**src/rtl/hexwin_pkg.sv**
```systemverilog
`timescale 1ns/1ps
package hexwin_pkg;
  // strobes from the scan controller to the window datapath
  typedef struct packed {
    logic       load;   // a returned pixel is present on rdData this cycle
    logic [1:0] sel;    // staging register that takes it (0 upper, 1 centre, 2 lower)
    logic       shift;  // staging column moves into the window this cycle
  } hexFetchCtl_t;
endpackage

```
**src/rtl/hexwin_ctrl.sv**
```systemverilog
`timescale 1ns/1ps
module hexwin_ctrl
  import hexwin_pkg::*;
#(
  parameter int IMG_W = 64,
  parameter int IMG_H = 64,
  localparam int ADDR_W = $clog2(IMG_W * IMG_H),
  localparam int COL_W  = $clog2(IMG_W + 1),
  localparam int BAND_W = $clog2(IMG_H)
) (
  input  logic              clk,
  input  logic              rstN,
  output logic [ADDR_W-1:0] memAddr,
  output logic              memRdEn,
  output hexFetchCtl_t      ctl,
  output logic              winValid,
  output logic [ADDR_W-1:0] winCenter
);
  logic              active;
  logic [1:0]        phase;
  logic [COL_W-1:0]  stepK;
  logic [BAND_W-1:0] band;
  logic [ADDR_W-1:0] bandBase;
  logic [COL_W-1:0]  evenColPtr;
  logic [COL_W-1:0]  oddColPtr;

  logic              centerEven;
  logic [COL_W-1:0]  midCol;
  logic [COL_W-1:0]  outerCol;
  logic [ADDR_W-1:0] rowOffset;
  logic              lastStep;
  logic              lastBand;

  logic              s1Load, s1Last, s1Full;
  logic [1:0]        s1Sel;
  logic [ADDR_W-1:0] s1Center;
  logic              s2Shift, s2Full;
  logic [ADDR_W-1:0] s2Center;

  // centre row is band+1, so it is even exactly when band is odd
  assign centerEven = band[0];
  assign midCol     = centerEven ? evenColPtr : oddColPtr;
  assign outerCol   = centerEven ? oddColPtr  : evenColPtr;
  assign lastStep   = (stepK == (centerEven ? COL_W'(IMG_W - 2) : COL_W'(IMG_W - 1)));
  assign lastBand   = (band == BAND_W'(IMG_H - 3));

  always_comb begin
    unique case (phase)
      2'd0:    rowOffset = '0;
      2'd1:    rowOffset = ADDR_W'(IMG_W);
      default: rowOffset = ADDR_W'(2 * IMG_W);
    endcase
  end

  assign memAddr = bandBase + rowOffset + ADDR_W'((phase == 2'd1) ? midCol : outerCol);
  assign memRdEn = active;

  // scan state: selection counter, column step, band, two row-parity pointers
  always_ff @(posedge clk or negedge rstN) begin
    if (!rstN) begin
      active     <= 1'b1;
      phase      <= 2'd0;
      stepK      <= '0;
      band       <= '0;
      bandBase   <= '0;
      evenColPtr <= '0;
      oddColPtr  <= '0;
    end else if (active) begin
      if (phase != 2'd2) begin
        phase <= phase + 2'd1;
      end else begin
        phase <= 2'd0;
        if (lastStep) begin
          if (lastBand) begin
            active <= 1'b0;
          end else begin
            band       <= band + BAND_W'(1);
            bandBase   <= bandBase + ADDR_W'(IMG_W);
            stepK      <= '0;
            // next band centre is even when the current band index is even
            evenColPtr <= centerEven ? COL_W'(0) : COL_W'(1);
            oddColPtr  <= '0;
          end
        end else begin
          stepK      <= stepK + COL_W'(1);
          evenColPtr <= evenColPtr + COL_W'(1);
          oddColPtr  <= oddColPtr + COL_W'(1);
        end
      end
    end
  end

  // stage 1 lines up with the RAM output, stage 2 with the staging column
  always_ff @(posedge clk or negedge rstN) begin
    if (!rstN) begin
      s1Load    <= 1'b0;
      s1Sel     <= 2'd0;
      s1Last    <= 1'b0;
      s1Full    <= 1'b0;
      s1Center  <= '0;
      s2Shift   <= 1'b0;
      s2Full    <= 1'b0;
      s2Center  <= '0;
      winValid  <= 1'b0;
      winCenter <= '0;
    end else begin
      s1Load   <= active;
      s1Sel    <= phase;
      s1Last   <= active && (phase == 2'd2);
      s1Full   <= (stepK >= COL_W'(2));
      s1Center <= bandBase + ADDR_W'(IMG_W) + ADDR_W'(midCol) - ADDR_W'(1);
      s2Shift  <= s1Last;
      s2Full   <= s1Full;
      s2Center <= s1Center;
      winValid <= s2Shift && s2Full;
      if (s2Shift && s2Full) winCenter <= s2Center;
    end
  end

  assign ctl.load  = s1Load;
  assign ctl.sel   = s1Sel;
  assign ctl.shift = s2Shift;

  // centre-row address sits one row below the upper one, plus the lead
  a_r2_mid_stride: assert property (@(posedge clk) disable iff (!rstN)
    (active && phase == 2'd1) |-> memAddr == $past(memAddr) + ADDR_W'(IMG_W) + ADDR_W'(centerEven));

  // lower row returns to the outer column
  a_r3_outer_stride: assert property (@(posedge clk) disable iff (!rstN)
    (active && phase == 2'd2) |-> memAddr == $past(memAddr) + ADDR_W'(IMG_W) - ADDR_W'(centerEven));

  // once the scan stops it stays stopped
  a_r4_stop_holds: assert property (@(posedge clk) disable iff (!rstN)
    !memRdEn |=> !memRdEn);

  // the strobe lasts a single cycle
  a_r6_single_pulse: assert property (@(posedge clk) disable iff (!rstN)
    winValid |=> !winValid);

  // a strobe only follows a column transfer
  a_r6_after_shift: assert property (@(posedge clk) disable iff (!rstN)
    winValid |-> $past(ctl.shift));
endmodule

```
**src/rtl/hexwin_datapath.sv**
```systemverilog
`timescale 1ns/1ps
module hexwin_datapath
  import hexwin_pkg::*;
#(
  parameter int PIX_W = 8
) (
  input  logic             clk,
  input  logic             rstN,
  input  hexFetchCtl_t     ctl,
  input  logic [PIX_W-1:0] rdData,
  output logic [PIX_W-1:0] upNew,
  output logic [PIX_W-1:0] upOld,
  output logic [PIX_W-1:0] midNew,
  output logic [PIX_W-1:0] midCtr,
  output logic [PIX_W-1:0] midOld,
  output logic [PIX_W-1:0] lowNew,
  output logic [PIX_W-1:0] lowOld
);
  localparam int STAGES = 3;

  logic [PIX_W-1:0] stage [STAGES];

  // 1:3 demultiplexer into the staging column
  for (genvar g = 0; g < STAGES; g++) begin : g_stage
    always_ff @(posedge clk or negedge rstN) begin
      if (!rstN) begin
        stage[g] <= '0;
      end else if (ctl.load && ctl.sel == 2'(g)) begin
        stage[g] <= rdData;
      end
    end
  end

  // window: the staging column enters as the newest column, older ones slide along
  always_ff @(posedge clk or negedge rstN) begin
    if (!rstN) begin
      upNew  <= '0;
      upOld  <= '0;
      midNew <= '0;
      midCtr <= '0;
      midOld <= '0;
      lowNew <= '0;
      lowOld <= '0;
    end else if (ctl.shift) begin
      upOld  <= upNew;
      midOld <= midCtr;
      midCtr <= midNew;
      lowOld <= lowNew;
      upNew  <= stage[0];
      midNew <= stage[1];
      lowNew <= stage[2];
    end
  end

  // the selection counter walks upper then centre
  a_r2_sel_order: assert property (@(posedge clk) disable iff (!rstN)
    (ctl.load && ctl.sel == 2'd0) |=> (ctl.load && ctl.sel == 2'd1));

  // a transfer always follows the lower-row capture
  a_r5_shift_after_lower: assert property (@(posedge clk) disable iff (!rstN)
    ctl.shift |-> $past(ctl.load && ctl.sel == 2'd2));

  // the centre cell holds between transfers
  a_r8_center_stable: assert property (@(posedge clk) disable iff (!rstN)
    !$past(ctl.shift) |-> $stable(midCtr));
endmodule

```
**src/rtl/hex_window_fetch.sv**
```systemverilog
`timescale 1ns/1ps
module hex_window_fetch
  import hexwin_pkg::*;
#(
  parameter int IMG_W = 64,
  parameter int IMG_H = 64,
  parameter int PIX_W = 8,
  localparam int ADDR_W = $clog2(IMG_W * IMG_H)
) (
  input  logic              clk,
  input  logic              rstN,
  input  logic [PIX_W-1:0]  rdData,
  output logic [ADDR_W-1:0] memAddr,
  output logic              memRdEn,
  output logic [PIX_W-1:0]  upNew,
  output logic [PIX_W-1:0]  upOld,
  output logic [PIX_W-1:0]  midNew,
  output logic [PIX_W-1:0]  midCtr,
  output logic [PIX_W-1:0]  midOld,
  output logic [PIX_W-1:0]  lowNew,
  output logic [PIX_W-1:0]  lowOld,
  output logic              winValid,
  output logic [ADDR_W-1:0] winCenter
);
  hexFetchCtl_t ctl;

  hexwin_ctrl #(
    .IMG_W(IMG_W),
    .IMG_H(IMG_H)
  ) i_ctrl (
    .clk      (clk),
    .rstN     (rstN),
    .memAddr  (memAddr),
    .memRdEn  (memRdEn),
    .ctl      (ctl),
    .winValid (winValid),
    .winCenter(winCenter)
  );

  hexwin_datapath #(
    .PIX_W(PIX_W)
  ) i_datapath (
    .clk   (clk),
    .rstN  (rstN),
    .ctl   (ctl),
    .rdData(rdData),
    .upNew (upNew),
    .upOld (upOld),
    .midNew(midNew),
    .midCtr(midCtr),
    .midOld(midOld),
    .lowNew(lowNew),
    .lowOld(lowOld)
  );
endmodule

```
**config.mk**
```make
export PLATFORM = sky130hd
export DESIGN_NAME = hex_window_fetch
export DESIGN_NICKNAME = d
export VERILOG_FILES = /design/src/rtl/hexwin_pkg.sv /design/src/rtl/hexwin_ctrl.sv /design/src/rtl/hexwin_datapath.sv /design/src/rtl/hex_window_fetch.sv
export SDC_FILE = /design/constraint.sdc
export NUM_CORES = 1
export LEC_CHECK = 0
export BUFFER_PORTS_ARGS = -buffer_cell sky130_fd_sc_hd__buf_2
export CAP_MARGIN = 20
export CORE_MARGIN = 2
export CORE_UTILIZATION = 55
export CTS_CLUSTER_DIAMETER = 40
export DETAILED_ROUTE_END_ITERATION = 10
export PLACE_DENSITY = 0.82
export SETUP_SLACK_MARGIN = 0.4
export SYNTH_ARGS = -nofsm -noshare
export SYNTH_HDL_FRONTEND = slang
export SYNTH_SLANG_ARGS = --single-unit
export TNS_END_PERCENT = 20
```
**constraint.sdc**
```tcl
create_clock -name clk -period 3.3 [get_ports clk]
set_input_delay 0.33 -clock clk [delete_from_list [all_inputs] [get_ports clk]]
set_output_delay 0.33 -clock clk [all_outputs]
set_load 0.03 [all_outputs]
```
==> out/metrics.yaml <==
placement:
  detailed_place_hpwl_mm: 9.321
  dp_cells: 778
  gp_congestion: 0.8788
  place_area_um2: 7690
  io_buffers: 91
sta:
  finalSetupViolations: 0
  finClkSkew_ns: 0.006015
  hold_violations: 0
  fin_crit_ns: 2.981
  setup-tns-final_ns: 0
  finalCritPeriodShare_pct: 90.34
  clock.fmax_ghz: 0.3354
  grt_setup_unrepaired: "yes"
  finalMaxSlewViolations: 0
  worst_slew_pin_slew_ns: 0.7968
  max-slew-margin-rel_pct: 46.71
worst_setup_path:
  crit_type: "reg -> out"
  end_kind: "primary output"
  path_max_fanout: 2
  crit_required_ns: 2.97
  reg2regPathDepth: 9
  arrival_ns: 2.65
  reg2reg_from: "i_ctrl.band[0]"
  regToRegSetupSlack_ns: 0.56
  timing.rr.end: "i_ctrl.s1Center[11]"
  cp-start-kind: "flop"
cells_and_area:
  diodes: 0
  area_growth_pct: 18.05
  fin_area_um2: 8315
  fill_cells: 888
  drive_gt1_share_pct: 39.53
  fin_util_pct: 66.16
  instances_no_fill: 817
  nets: 666
run:
  cap_violations: 0
die:
  io_pins: 92
  start_util_pct: 56.05
  core_um2: 12570
  fp-row-count: 41
  fp.dieH_um: 117.2
  dieWidth_um: 117.2
  die_area_um2: 13730
grt:
  grt_max_degree: 86
  grt_overflow: 0
  grt_pass1_vias: 4399
  antenna_found_initial: 0
  grt_usage_pct: 21.17
  grt_pass1_wl_mm: 21.96
clock_tree:
  cts_tree: "yes"
  root_buffer: "clkbuf_16"
  cts_max_level: 4
  path_clk_slew_ns: 0.06
  clk_latency_ns: 0.42
  ctsLongestPathBuffers: 2
  numCtsBuffers: 17
  cts.sinks: 160
yosys:
  ys_top_cells_by_count: "159 x dfrtp_1, 98 x mux2_2, 27 x inv_1, 27 x nand2_1, 22 x xnor2_1"
  syn_nets: 562
  yosysTopAreaCell: "dfrtp_1"
  synth.most_common_cell: "dfrtp_1"
  synth_edf_count: 0
  syn_area_um2: 7044
  syn_area_per_cell_um2: 13.34
  ys_ff_latch: 160
  synth_cell_type_count: 62
  syn_inst: 528
  synth-async-reset-ratio_pct: 100.0
  yosysSeqAreaShare_pct: 56.86
  yosysWarningCount: 0
  synth_ff_type: "dfrtp_1"
  yosysTopAreaCellShare_pct: 56.48
  ys_top_cells_by_area: "dfrtp_1 56%, mux2_2 16%, ha_1 3.7%, xnor2_1 2.7%, xor2_1 1.5%"
detailed_routing:
  wl_per_cell_um: 16.57
  wl_mm: 13.54
  viasPerCell: 5.599
  first_iter_violations: 293
  ant_nets: 0
  vias: 4574
  firstDrtPassIters: 5
  drc: 0
min_path:
  holdPathEnd: "i_datapath.stage[13]"
  whs_path_depth: 2
  worstHoldStart: "rdData[5]"
  min-delay-path-class: "in -> reg"
power_and_ir_drop:
  p_leak_nw: 4.315
  p_per_area_nw_per_um2: 453.9
  p_total_mw: 3.774
  power.ir.vdd_worst_mv: 0.3297
outcome:
  status: "finished clean"
## area by class of cell
cell class              count  area (um^2)  area share [%]
inverters                  27        101.3           1.219
well taps                 172        215.2           2.588
repair buffers            103        579.3           6.967
clock buffers              23        467.9           5.627
flip-flops and latches    160         4008           48.19
multi-input cells         323         2884           34.68
clock inverters             9        60.06          0.7222
## critical path: stages, from the launching register on
cell     delay, ns
dfrtp_1       0.37
inv_2         0.06
nor2_4        0.13
xnor2_2       0.14
mux2_4        0.33
fa_2          0.35
ha_4          0.17
inv_2         0.05
fa_2          0.44
inv_2         0.07
buf_6         0.12
## placed cells by master (no fill, tap or decap), types with 5 or more instances in the layout
master and instances:
o21ai_0 13, buf_2 88, mux2i_1 8, xnor2_1 21
nand3_1 8, a21oi_1 10, buf_4 10, inv_1 24
nand4_1 8, dfrtp_1 157, nor2_1 15, xor2_1 11
clkbuf_16 17, mux2_2 97, nor3_1 5, o211ai_1 6
ha_1 20, nand2_1 27
## how the worst max path moves through the flow
stage	endpoint	startpoint	slack [ns]	cells past startpoint
global placement	memAddr[8]	i_ctrl.phase[0]	0.28	10
global route	memAddr[8]	i_ctrl.phase[0]	0.24	10
finish	memAddr[8]	i_ctrl.phase[0]	0.32	10
CTS	memAddr[8]	i_ctrl.phase[1]	0.29	9
floorplan	memAddr[8]	i_ctrl.phase[0]	0.46	9
detailed placement	memAddr[8]	i_ctrl.phase[0]	0.20	10
## flip-flops by register name, indices dropped and copies added, names as in the netlist, 2 cells and up
name / cells
i_ctrl.winCenter: 12
i_datapath.midOld: 8
i_datapath.upOld: 8
i_ctrl.evenColPtr: 7
i_ctrl.s1Sel: 2
i_ctrl.s2Center: 12
i_ctrl.stepK: 7
i_datapath.upNew: 8
i_datapath.midNew: 8
i_ctrl.s1Center: 12
i_datapath.stage: 24
i_datapath.lowOld: 8
i_ctrl.phase: 2
i_ctrl.oddColPtr: 7
i_datapath.midCtr: 8
i_ctrl.band: 6
i_ctrl.bandBase: 6
i_datapath.lowNew: 8
## routing by layer
layer / global-route usage, % / share of wire (%) / up-vias
met5: 0 / 0 / -
li1: - / - / 2081
met2: 34.02 / 49 / 145
met4: 8.078 / 1.6 / 0
met3: 5.304 / 5.4 / 24
met1: 28.00 / 44 / 2324
## repair_timing
| action | 4_1_cts | 5_1_grt |
|---|---|---|
| hold endpoints to repair | 41 | 0 |
| hold buffers | 1 | 0 |
| setup endpoints to repair | 6 | 5 |
| buffers inserted | 4 | 2 |
| pin swaps | 3 | 2 |
| gates resized for setup | 15 | 0 |
## power breakdown
part           internal [mW]  switching (mW)
clock                  0.998           0.739
sequential              1.97         0.00504
combinational         0.0158          0.0438
total                   2.99           0.788
## logic make-up (layout without fill, tap and decap cells)
logic type               count (synthesis)  count (layout)  synth area share (%)
multiplexers                           107             107                 17.00
AND/OR/NAND/NOR                         92              92                 7.300
adder cells (fa/ha/maj)                 24              24                 4.583
XOR/XNOR                                36              36                 4.689
buffers and inverters                   45             162                 2.824
flip-flops                             160             160                 56.86
AO/OA/AOI/OAI                           64              64                 6.749
## metrics by stage
stage | worst slack, ns | hold slack (ns)
floorplan | 0.4551 | 0.03441
global placement | 0.2831 | 0.3327
detailed placement | 0.2016 | 0.3347
CTS | 0.2939 | 0.1559
global route | 0.2411 | 0.1727
finish | 0.3187 | 0.1785
(Power assumes the default switching activity.)
